**src/rtl/regmem_pkg.sv**
```systemverilog
package regmem_pkg;
    localparam int unsigned LANES   = 4;
    localparam int unsigned LANE_W  = 8;
    localparam int unsigned WORD_W  = LANES * LANE_W;

    typedef enum logic [1:0] {
        ST_IDLE = 2'd0,
        ST_XFER = 2'd1,
        ST_TAIL = 2'd2
    } mover_state_e;

    // Encodings are visible at the fault_code port.
    typedef enum logic [1:0] {
        FLT_NONE  = 2'd0,
        FLT_NULL  = 2'd1,
        FLT_RSVD  = 2'd2,
        FLT_RANGE = 2'd3
    } fault_e;
endpackage

```
**src/rtl/regmem_regfile.sv**
```systemverilog
module regmem_regfile
    import regmem_pkg::*;
#(
    parameter int unsigned NREGS = 32,
    localparam int unsigned REG_W = $clog2(NREGS)
) (
    input  logic              clk,
    input  logic              rst_n,
    input  logic              host_we,
    input  logic [REG_W-1:0]  host_idx,
    input  logic [WORD_W-1:0] host_wdata,
    input  logic              lane_we,
    input  logic [REG_W-1:0]  lane_idx,
    input  logic [1:0]        lane_sel,
    input  logic [LANE_W-1:0] lane_byte,
    input  logic [REG_W-1:0]  rd_idx_a,
    output logic [WORD_W-1:0] rd_data_a,
    input  logic [REG_W-1:0]  rd_idx_b,
    output logic [WORD_W-1:0] rd_data_b
);
    logic [NREGS*WORD_W-1:0] flat_q;

    for (genvar g = 0; g < NREGS; g++) begin : g_reg
        logic [WORD_W-1:0] word_d, word_q;

        always_comb begin
            word_d = word_q;
            if (host_we && host_idx == REG_W'(g))
                word_d = host_wdata;
            if (lane_we && lane_idx == REG_W'(g))
                word_d[{lane_sel, 3'b000} +: LANE_W] = lane_byte;
        end

        always_ff @(posedge clk or negedge rst_n) begin
            if (!rst_n) word_q <= '0;
            else        word_q <= word_d;
        end

        assign flat_q[g*WORD_W +: WORD_W] = word_q;
    end

    assign rd_data_a = flat_q[rd_idx_a*WORD_W +: WORD_W];
    assign rd_data_b = flat_q[rd_idx_b*WORD_W +: WORD_W];

    // a lane write touches only the addressed lane of the addressed register
    a_r4_lane_only: assert property (@(posedge clk) disable iff (!rst_n)
        lane_we && !host_we && rd_idx_b == lane_idx
        |=> (rd_data_b & ~(32'hFF << {$past(lane_sel), 3'b000}))
            == ($past(rd_data_b) & ~(32'hFF << {$past(lane_sel), 3'b000}))
            || rd_idx_b != $past(rd_idx_b));
endmodule

```
**src/rtl/regmem_fault_check.sv**
```systemverilog
module regmem_fault_check
    import regmem_pkg::*;
#(
    parameter int unsigned NREGS       = 32,
    parameter int unsigned COUNT_W     = 8,
    parameter int unsigned ADDR_W      = 16,
    parameter int unsigned GUARD_LIMIT = 4,
    localparam int unsigned REG_W  = $clog2(NREGS),
    localparam int unsigned SPAN_W = ((COUNT_W > REG_W + 2) ? COUNT_W : REG_W + 2) + 1,
    localparam int unsigned LIMIT  = NREGS * LANES
) (
    input  logic [REG_W-1:0]   start_reg,
    input  logic [1:0]         start_lane,
    input  logic [COUNT_W-1:0] byte_count,
    input  logic [ADDR_W-1:0]  start_addr,
    input  logic               null_guard_en,
    input  logic               standalone_en,
    input  logic [ADDR_W-1:0]  ispace_base,
    output fault_e             fault
);
    logic [SPAN_W-1:0] span_end;
    logic [ADDR_W:0]   addr_end;
    logic              hit_null, hit_rsvd, hit_range;

    assign span_end  = SPAN_W'({start_reg, start_lane}) + SPAN_W'(byte_count);
    assign addr_end  = {1'b0, start_addr} + (ADDR_W+1)'(byte_count);
    assign hit_null  = null_guard_en && (start_addr < ADDR_W'(GUARD_LIMIT));
    assign hit_rsvd  = standalone_en &&
                       ((start_addr >= ispace_base) || (addr_end > {1'b0, ispace_base}));
    assign hit_range = span_end > SPAN_W'(LIMIT);

    always_comb begin
        fault = FLT_NONE;
        if (hit_null)       fault = FLT_NULL;
        else if (hit_rsvd)  fault = FLT_RSVD;
        else if (hit_range) fault = FLT_RANGE;
    end
endmodule

```
**src/rtl/regmem_seq.sv**
```systemverilog
module regmem_seq
    import regmem_pkg::*;
#(
    parameter int unsigned NREGS     = 32,
    parameter int unsigned COUNT_W   = 8,
    parameter int unsigned ADDR_W    = 16,
    parameter int unsigned EXTRA_LAT = 2,
    localparam int unsigned REG_W  = $clog2(NREGS),
    localparam int unsigned TAIL_W = (EXTRA_LAT < 2) ? 1 : $clog2(EXTRA_LAT)
) (
    input  logic               clk,
    input  logic               rst_n,
    input  logic               start,
    input  logic               dir_store,
    input  logic [REG_W-1:0]   start_reg,
    input  logic [1:0]         start_lane,
    input  logic [COUNT_W-1:0] byte_count,
    input  logic [ADDR_W-1:0]  start_addr,
    input  fault_e             fault_in,
    input  logic [WORD_W-1:0]  rf_rd_data,
    output logic [REG_W-1:0]   rf_rd_idx,
    output logic               lane_we,
    output logic [REG_W-1:0]   lane_idx,
    output logic [1:0]         lane_sel,
    output logic [LANE_W-1:0]  lane_byte,
    output logic               mem_req,
    output logic               mem_we,
    output logic [ADDR_W-1:0]  mem_addr,
    output logic [LANE_W-1:0]  mem_wdata,
    input  logic [LANE_W-1:0]  mem_rdata,
    output logic               busy,
    output logic               done,
    output fault_e             fault_out
);
    typedef struct packed {
        mover_state_e       st;
        logic               store;
        logic [REG_W-1:0]   rnum;
        logic [1:0]         lane;
        logic [ADDR_W-1:0]  addr;
        logic [COUNT_W-1:0] left;
        logic [TAIL_W-1:0]  tail;
        logic               pend_v;
        logic [REG_W-1:0]   pend_reg;
        logic [1:0]         pend_lane;
        logic               done;
        fault_e             flt;
    } seq_t;

    seq_t q, d;

    always_comb begin
        d        = q;
        d.done   = 1'b0;
        d.flt    = FLT_NONE;
        d.pend_v = 1'b0;
        unique case (q.st)
            ST_IDLE: begin
                if (start) begin
                    d.store = dir_store;
                    if (fault_in != FLT_NONE || byte_count == '0) begin
                        d.done = 1'b1;
                        d.flt  = fault_in;
                    end else begin
                        d.st   = ST_XFER;
                        d.rnum = start_reg;
                        d.lane = start_lane;
                        d.addr = start_addr;
                        d.left = byte_count;
                    end
                end
            end
            ST_XFER: begin
                d.pend_v    = !q.store;
                d.pend_reg  = q.rnum;
                d.pend_lane = q.lane;
                d.addr      = q.addr + ADDR_W'(1);
                d.lane      = q.lane + 2'd1;
                if (q.lane == 2'd3)
                    d.rnum = q.rnum + REG_W'(1);
                d.left = q.left - COUNT_W'(1);
                if (q.left == COUNT_W'(1)) begin
                    d.st   = ST_TAIL;
                    d.tail = TAIL_W'(EXTRA_LAT - 1);
                end
            end
            ST_TAIL: begin
                if (q.tail == '0) begin
                    d.st   = ST_IDLE;
                    d.done = 1'b1;
                end else begin
                    d.tail = q.tail - TAIL_W'(1);
                end
            end
            default: d.st = ST_IDLE;
        endcase
    end

    always_ff @(posedge clk or negedge rst_n) begin
        if (!rst_n) q <= '{st: ST_IDLE, flt: FLT_NONE, default: '0};
        else        q <= d;
    end

    assign busy      = (q.st != ST_IDLE);
    assign done      = q.done;
    assign fault_out = q.flt;
    assign mem_req   = (q.st == ST_XFER);
    assign mem_we    = q.store;
    assign mem_addr  = q.addr;
    assign rf_rd_idx = q.rnum;
    assign mem_wdata = rf_rd_data[{q.lane, 3'b000} +: LANE_W];
    assign lane_we   = q.pend_v;
    assign lane_idx  = q.pend_reg;
    assign lane_sel  = q.pend_lane;
    assign lane_byte = mem_rdata;

    a_r9_busy_done_excl: assert property (@(posedge clk) disable iff (!rst_n)
        !(busy && done));
    a_r9_done_pulse: assert property (@(posedge clk) disable iff (!rst_n)
        done |=> !done);
    a_r1_req_in_busy: assert property (@(posedge clk) disable iff (!rst_n)
        mem_req |-> busy);
    a_r1_addr_step: assert property (@(posedge clk) disable iff (!rst_n)
        mem_req && q.left > COUNT_W'(1) |=> mem_req && mem_addr == $past(mem_addr) + ADDR_W'(1));
    a_r2_lane_wrap: assert property (@(posedge clk) disable iff (!rst_n)
        mem_req && q.lane == 2'd3 && q.left > COUNT_W'(1)
        |=> q.lane == 2'd0 && rf_rd_idx == $past(rf_rd_idx) + REG_W'(1));
    a_r8_fault_no_access: assert property (@(posedge clk) disable iff (!rst_n)
        start && !busy && fault_in != FLT_NONE |=> done && !busy && !mem_req && fault_out != FLT_NONE);
    a_r10_zero_count: assert property (@(posedge clk) disable iff (!rst_n)
        start && !busy && byte_count == '0 |=> done && !busy && !mem_req);
endmodule

```
**src/rtl/regmem_mover.sv**
```systemverilog
module regmem_mover
    import regmem_pkg::*;
#(
    parameter int unsigned NREGS     = 32,
    parameter int unsigned COUNT_W   = 8,
    parameter int unsigned ADDR_W    = 16,
    parameter int unsigned EXTRA_LAT = 2,
    localparam int unsigned REG_W    = $clog2(NREGS)
) (
    input  logic               clk,
    input  logic               rst_n,
    input  logic               start,
    input  logic               dir_store,
    input  logic [REG_W-1:0]   start_reg,
    input  logic [1:0]         start_lane,
    input  logic [COUNT_W-1:0] byte_count,
    input  logic [ADDR_W-1:0]  start_addr,
    input  logic               null_guard_en,
    input  logic               standalone_en,
    input  logic [ADDR_W-1:0]  ispace_base,
    output logic               busy,
    output logic               done,
    output logic [1:0]         fault_code,
    output logic               mem_req,
    output logic               mem_we,
    output logic [ADDR_W-1:0]  mem_addr,
    output logic [7:0]         mem_wdata,
    input  logic [7:0]         mem_rdata,
    input  logic               host_we,
    input  logic [REG_W-1:0]   host_idx,
    input  logic [31:0]        host_wdata,
    input  logic [REG_W-1:0]   host_rd_idx,
    output logic [31:0]        host_rdata
);
    fault_e             chk_fault, seq_fault;
    logic [REG_W-1:0]   rf_rd_idx, lane_idx;
    logic [WORD_W-1:0]  rf_rd_data;
    logic               lane_we;
    logic [1:0]         lane_sel;
    logic [LANE_W-1:0]  lane_byte;

    regmem_fault_check #(
        .NREGS(NREGS), .COUNT_W(COUNT_W), .ADDR_W(ADDR_W), .GUARD_LIMIT(4)
    ) u_check (
        .start_reg(start_reg), .start_lane(start_lane), .byte_count(byte_count),
        .start_addr(start_addr), .null_guard_en(null_guard_en),
        .standalone_en(standalone_en), .ispace_base(ispace_base), .fault(chk_fault)
    );

    regmem_seq #(
        .NREGS(NREGS), .COUNT_W(COUNT_W), .ADDR_W(ADDR_W), .EXTRA_LAT(EXTRA_LAT)
    ) u_seq (
        .clk(clk), .rst_n(rst_n), .start(start), .dir_store(dir_store),
        .start_reg(start_reg), .start_lane(start_lane), .byte_count(byte_count),
        .start_addr(start_addr), .fault_in(chk_fault),
        .rf_rd_data(rf_rd_data), .rf_rd_idx(rf_rd_idx),
        .lane_we(lane_we), .lane_idx(lane_idx), .lane_sel(lane_sel), .lane_byte(lane_byte),
        .mem_req(mem_req), .mem_we(mem_we), .mem_addr(mem_addr),
        .mem_wdata(mem_wdata), .mem_rdata(mem_rdata),
        .busy(busy), .done(done), .fault_out(seq_fault)
    );

    regmem_regfile #(.NREGS(NREGS)) u_rf (
        .clk(clk), .rst_n(rst_n),
        .host_we(host_we), .host_idx(host_idx), .host_wdata(host_wdata),
        .lane_we(lane_we), .lane_idx(lane_idx), .lane_sel(lane_sel), .lane_byte(lane_byte),
        .rd_idx_a(rf_rd_idx), .rd_data_a(rf_rd_data),
        .rd_idx_b(host_rd_idx), .rd_data_b(host_rdata)
    );

    assign fault_code = seq_fault;
endmodule

```
**config.mk**
```make
export PLATFORM = sky130hd
export DESIGN_NAME = regmem_mover
export DESIGN_NICKNAME = d
export VERILOG_FILES = /design/src/rtl/regmem_pkg.sv /design/src/rtl/regmem_regfile.sv /design/src/rtl/regmem_fault_check.sv /design/src/rtl/regmem_seq.sv /design/src/rtl/regmem_mover.sv
export SDC_FILE = /design/constraint.sdc
export NUM_CORES = 2
export LEC_CHECK = 0
export BUFFER_PORTS_ARGS = -buffer_cell sky130_fd_sc_hd__buf_2
export CAP_MARGIN = 20
export CORE_ASPECT_RATIO = 0.9
export CORE_MARGIN = 2
export CORE_UTILIZATION = 61
export DETAILED_ROUTE_END_ITERATION = 8
export PLACE_DENSITY = 0.79
export SETUP_SLACK_MARGIN = 0.05
export SLEW_MARGIN = 10
export SYNTH_ARGS = -nofsm -noshare
export SYNTH_HDL_FRONTEND = slang
export SYNTH_SLANG_ARGS = --single-unit
```
**constraint.sdc**
```tcl
create_clock -name clk -period 8.8 [get_ports clk]
set_input_delay 1.32 -clock clk [delete_from_list [all_inputs] [get_ports clk]]
set_output_delay 1.32 -clock clk [all_outputs]
set_load 0.005 [all_outputs]
```
# Word-level counts from Yosys, hierarchy flattened
# Cells that the tools add are included.
# op_classes
add_sub_neg,8
order_cmp,4
eq_ne,71
shift,5
muxes,116
n_reduce_logical,82
# op_table
op,n
two-way mux 32 bit,64
variable part select 1024 x 11 -> 32 bit,2
bitwise mux 32 bit,32
equality test 5 bit (second input constant),32
equality test 5 x 4 -> 1 bit (second input constant),16
logical AND 1 bit,66
one-hot mux 31 bit (2 select lines),1
equality test 5 x 3 -> 1 bit (second input constant),8
two-way mux 34 bit,1
variable shift 8 x 7 -> 32 bit (first input constant),1
variable part select 32 x 6 -> 8 bit,1
variable part select 8 x 7 -> 32 bit,1
two-way mux 31 bit,1
equality test 5 x 2 -> 1 bit (second input constant),4
adder 16 x 8 -> 17 bit,1
> comparator 17 x 16 -> 1 bit,1
adder 16 x 1 -> 16 bit (second input constant),1
>= comparator 16 bit,1
less-than comparator 16 x 3 -> 1 bit (second input constant),1
two-way mux 2 bit,7
equality test 5 x 1 -> 1 bit (second input constant),2
logical NOT 5 bit,2
adder 7 x 8 -> 9 bit,1
> comparator 9 x 8 -> 1 bit (second input constant),1
other kinds (24),38
# totals
register_bits,1070
output_inout_bits,62
wordCells,330

# Depth between registers and ports, before layout
# logic_depth
word_depth,11
ltp_mapped,20
ltp_nobuf,18

# Modules after synthesis
# Synthesis repeated with hierarchy kept, for this count alone.
# unflattened
cells_unflattened,6618
area_unflattened_um2,67328.3
# modules_own_cells
module,n_inst,cells_per_inst,area_per_inst_um2,seq_area_each_um2
regmem_regfile,1,6080,62665.1,25624.6
regmem_seq,1,329,3081.7,1151.1
regmem_fault_check,1,209,1581.5,0.0

# Least setup slack after synthesis
# No wires, ideal clock.
# synth_path
path_kind,in2reg
start,input byte_count[1]
end,"register u_seq.q, in the netlist u_seq.mem_addr[14]"
setup_time_ps,120
arrival_time_ps,4801
t_required_ps,8680
path_slack_ps,3879
stages,20
path_buffers,2
path_cell_list,ha_1 a21o_1 a21oi_1 o21bai_1 a21oi_1 o21bai_1 a41oi_1 nor3_1 xor2_1 ha_1 and3_1 and4_1 a41o_1 a21oi_1 o21ai_1 o211ai_2 or2_1 buf_6 buf_6 a31o_1
# synth_between
elab_chain_cells,10
elab_cells_between_ends,14
cone_classes,add/sub (2); order compare (2); eq/ne (1); mux (3); reduce/logical (6)
# synth_rtl
item,line,source
"start, declared",regmem_mover.sv:16,"input logic [COUNT_W-1:0] byte_count,"
adder 16 x 8 -> 17 bit,regmem_fault_check.sv:26,"assign addr_end = {1'b0, start_addr} + (ADDR_W+1)'(byte_count);"
> comparator 17 x 16 -> 1 bit,regmem_fault_check.sv:29,"((start_addr >= ispace_base) || (addr_end > {1'b0, ispace_base}));"
logical OR 1 bit,regmem_fault_check.sv:29,
logical AND 1 bit,regmem_fault_check.sv:28,assign hit_rsvd = standalone_en &&
two-way mux 2 bit,regmem_fault_check.sv:35,else if (hit_rsvd) fault = FLT_RSVD;
two-way mux 2 bit,regmem_fault_check.sv:34,if (hit_null) fault = FLT_NULL;
nonzero test 2 bit,regmem_seq.sv:61,if (fault_in != FLT_NONE || byte_count == '0) begin
logical OR 1 bit *,regmem_seq.sv:61,
!= test 2 bit (no source line) *,--,
AND reduction 3 bit (no source line) *,--,
"end signal, assigned",regmem_seq.sv:100,"if (!rst_n) q <= '{st: ST_IDLE, flt: FLT_NONE, default: '0};"
"end signal, assigned",regmem_seq.sv:101,else q <= d;
"end, declared",regmem_seq.sv:50,"seq_t q, d;"
# Mark *: on every way between the ends. The rest lies on a longest branch, timed or not.
# A chain may end at the register's enable or synchronous reset.

# Worst setup path in the final report
# layout_path
start,"register u_seq.q, in the netlist u_seq.rf_rd_idx[0]"
end,output mem_wdata[6]
# layout_between
elab_chain_cells,2
# layout_rtl
item,line,source
variable part select 1024 x 11 -> 32 bit,regmem_regfile.sv:42,assign rd_data_a = flat_q[rd_idx_a*WORD_W +: WORD_W];
variable part select 32 x 6 -> 8 bit,regmem_seq.sv:111,"assign mem_wdata = rf_rd_data[{q.lane, 3'b000} +: LANE_W];"
"end, declared",regmem_mover.sv:27,"output logic [7:0] mem_wdata,"
# Every way passes these cells.

==> results_dict.tcl <==
set metrics [dict create \
    status "complete, no violations" \
    clock-sinks 1070 \
    syn_area_per_cell_um2 12.71 \
    cts_buffer_depth 3 \
    drc_errors 0 \
    rsz0062_at_grt "false" \
    drtAntennaViolNets 0 \
    numCtsBuffers 114 \
    ios 166 \
    busiest_layer "met2" \
    antenna_found_initial 11 \
    wl_per_cell_um 38.13 \
    crit_arrival_ns 4.87 \
    rows 113 \
    synth_ff_type "dfrtp_1" \
    die_w_um 348.1 \
    crit_path_max_incr_delay_ns 0.88 \
    met1_usage 0.5542 \
    ys.warnings.count 0 \
    worstReg2RegStart "u_seq.lane_idx[0]" \
    max_freq_ghz 0.1614 \
    drive_gt1_frac 0.2548 \
    crit_top_cell "mux4_2" \
    dieHeight_um 313.7 \
    cp-start-kind "flop" \
    use_met3 0.2229 \
    grt_pass1_wl_um 355700 \
    syn_nets 5276 \
    wl_um 244700 \
    drv_cap 0 \
    vias_per_cell 8.349 \
    cp.required_ns 7.48 \
    synth-async-reset-ratio 1.000 \
    synth_edf_count 0 \
    dp.final_hpwl_um 147200 \
    irDropWorstVdd_v 0.0001878 \
    root_buffer "clkbuf_16" \
    synth-seq-cells 1070 \
    cp_cell_sequence "buf_4, mux4_2, mux4_2, mux4_2, mux2_2, buf_2" \
    initial_core_util 0.6154 \
    hold_path.class "reg -> reg" \
    gr-usage-met2 0.6044 \
    final_nets 5102 \
    powerDensity_mw_per_mm2 208.0 \
    fin_skew_ns 0.03053 \
    p_leak_nw 28.85 \
    post_cts_resized 0 \
    hold_start "u_seq.mem_we" \
    finalCritPeriodShare 0.7040 \
    final_cell_mix "dfrtp_1 (1,066), o22ai_1 (1,040), mux2i_1 (1,024)" \
    post-cts-setup-buffer-count 0 \
    cp_max_fo 42 \
    cts_hold_buf 0 \
    drtPass1Iterations 9 \
    fp.dieArea_mm2 0.1092 \
    grt_max_degree 174 \
    critPathCaptureType "output port" \
    first_global_vias 53580 \
    globalplace.congestion 0.9855 \
    track_usage 0.4452 \
    clkTransAtPathRegs_ns 0.06 \
    vias 53570 \
    crit_type "reg -> out" \
    synth_area_mm2 0.06500 \
    setup_tns_ns 0 \
    insertion_delay_ns 0.73 \
    slowest_stage "dfrtp_4" \
    yosysUniqueCellTypes 71 \
    hold_viol_final 0 \
    h-tree-depth 3 \
    cts_tree "done" \
    drt-initial-drc-count 9824 \
    grt-ovfl-total 0 \
    setup.worst_path.start "u_seq.rf_rd_idx[0]" \
    setup_violations 0 \
    min_period_ns 6.195 \
    tightest_slew_ns 1.274 \
    core_mm2 0.1056 \
    portBuffers 165 \
    slew_headroom 0.1476 \
    final_max_slew_viol_count 0 \
    synth_cells 5114 \
    final_common_cell "dfrtp_1" \
    yosysSeqAreaShare 0.4119 \
    final_util 0.6716 \
    synthToLayoutAreaGrowth_pct 9.122 \
]
## registers in the layout (all words and copies together), names as in the netlist
signal and cells:
u_seq.lane_sel 2, u_seq.rf_rd_idx 5, u_seq.done 1, u_seq.mem_we 1
u_seq.fault_out 2, u_seq.lane_idx 5, u_seq.q 13, u_seq.mem_addr 16
u_seq.lane_we 1, u_rf.g.word_q 1024
## area by class of cell
class                   count  area (um2)
multi-input cells        3400       35940
fillers                  7248       34690
flip-flops and latches   1070       26790
clock buffers             164        3362
repair buffers            310        2440
well taps                1380        1727
clock inverters            40       488.0
inverters                  44       165.2
diodes                      8       20.02
## synthesized netlist by cell type, drive strengths merged, types with 3 or more instances
master,n,area [um2]
dfrtp,1070,26780
o22ai,1040,6506
mux2i,1024,10250
mux4,656,14770
clkbuf,457,1715
nor2,185,694.4
nand2,148,555.5
buf,143,653.1
ha,56,700.7
inv,43,161.4
mux2,41,461.7
a21oi,34,170.2
nor3,23,115.1
o21ai,20,100.1
nand3,11,55.05
nand4,11,68.82
xnor2,11,96.34
a211oi,9,77.57
a31o,9,78.83
nand2b,9,56.30
nor2b,9,56.30
and3,8,50.05
nor4,8,50.05
o211ai,8,70.06
a21o,7,52.55
and4,6,55.05
or2,6,37.54
xor2,5,43.79
a311o,4,41.29
nand4b,4,35.03
o21bai,4,30.03
or4,4,33.78
a41oi,3,26.28
nor3b,3,22.52
o21a,3,22.52
o221ai,3,32.53
or3,3,18.77
## final timing paths
kind | slack (ns) | cells after the start | endpoint
max | 2.61 | 6 | mem_wdata[6]
min | 0.48 | 1 | u_seq.lane_we
max reg2reg | 4.91 | 5 | u_rf.g_reg[21].word_q[27]
min reg2reg | 0.48 | 1 | u_seq.lane_we
max in group asynchronous | 6.04 | 3 | u_rf.g_reg[9].word_q[20]
min in group asynchronous | 0.60 | 1 | u_seq.fault_out[0]
## kinds of logic (layout without fill, tap and decap cells)
family,Yosys count,count (layout),share of synthesized area
muxes,1721,1721,0.3921
DFF,1070,1070,0.4119
and+or+nand+nor,444,444,0.02999
adders and majority gates,58,58,0.01140
AOI/OAI and AO/OA,1161,1161,0.1134
xor gates and xnor gates,16,16,0.002156
other,0,8,0
buffers and inverters,644,558,0.03898
## power breakdown
part | internal (mW) | switching [mW]
Sequential | 5.80 | 0.744
Combinational | 1.68 | 1.50
Clock | 2.93 | 2.11
Total | 10.4 | 4.35
## per-stage QoR
stage,total power [mW],area [um2],hold slack [ns],worst slack [ns],cells
after global routing,15.14,70910,0.5166,2.458,6410
after detailed placement,9.573,66870,0.4844,2.563,6193
after CTS,14.53,70720,0.4864,2.647,6397
final,14.75,70930,0.4802,2.605,6416
after global placement,9.347,66540,0.4752,2.605,6179
after floorplan,8.504,65000,0.4495,3.879,5114
## layer usage
layer	part of all wire	vias to the layer above
li1	-	20160
met1	0.33	26530
met2	0.42	5426
met3	0.17	1442
met4	0.082	18
met5	0.0014	-
## critical path: cells and delay by family, from the launching register on
kind,cells,cell delay [ns]
mux,4,2.17
buf+inv,2,0.99
flops,1,0.88
No activity file was read; power rests on OpenSTA's default activity.
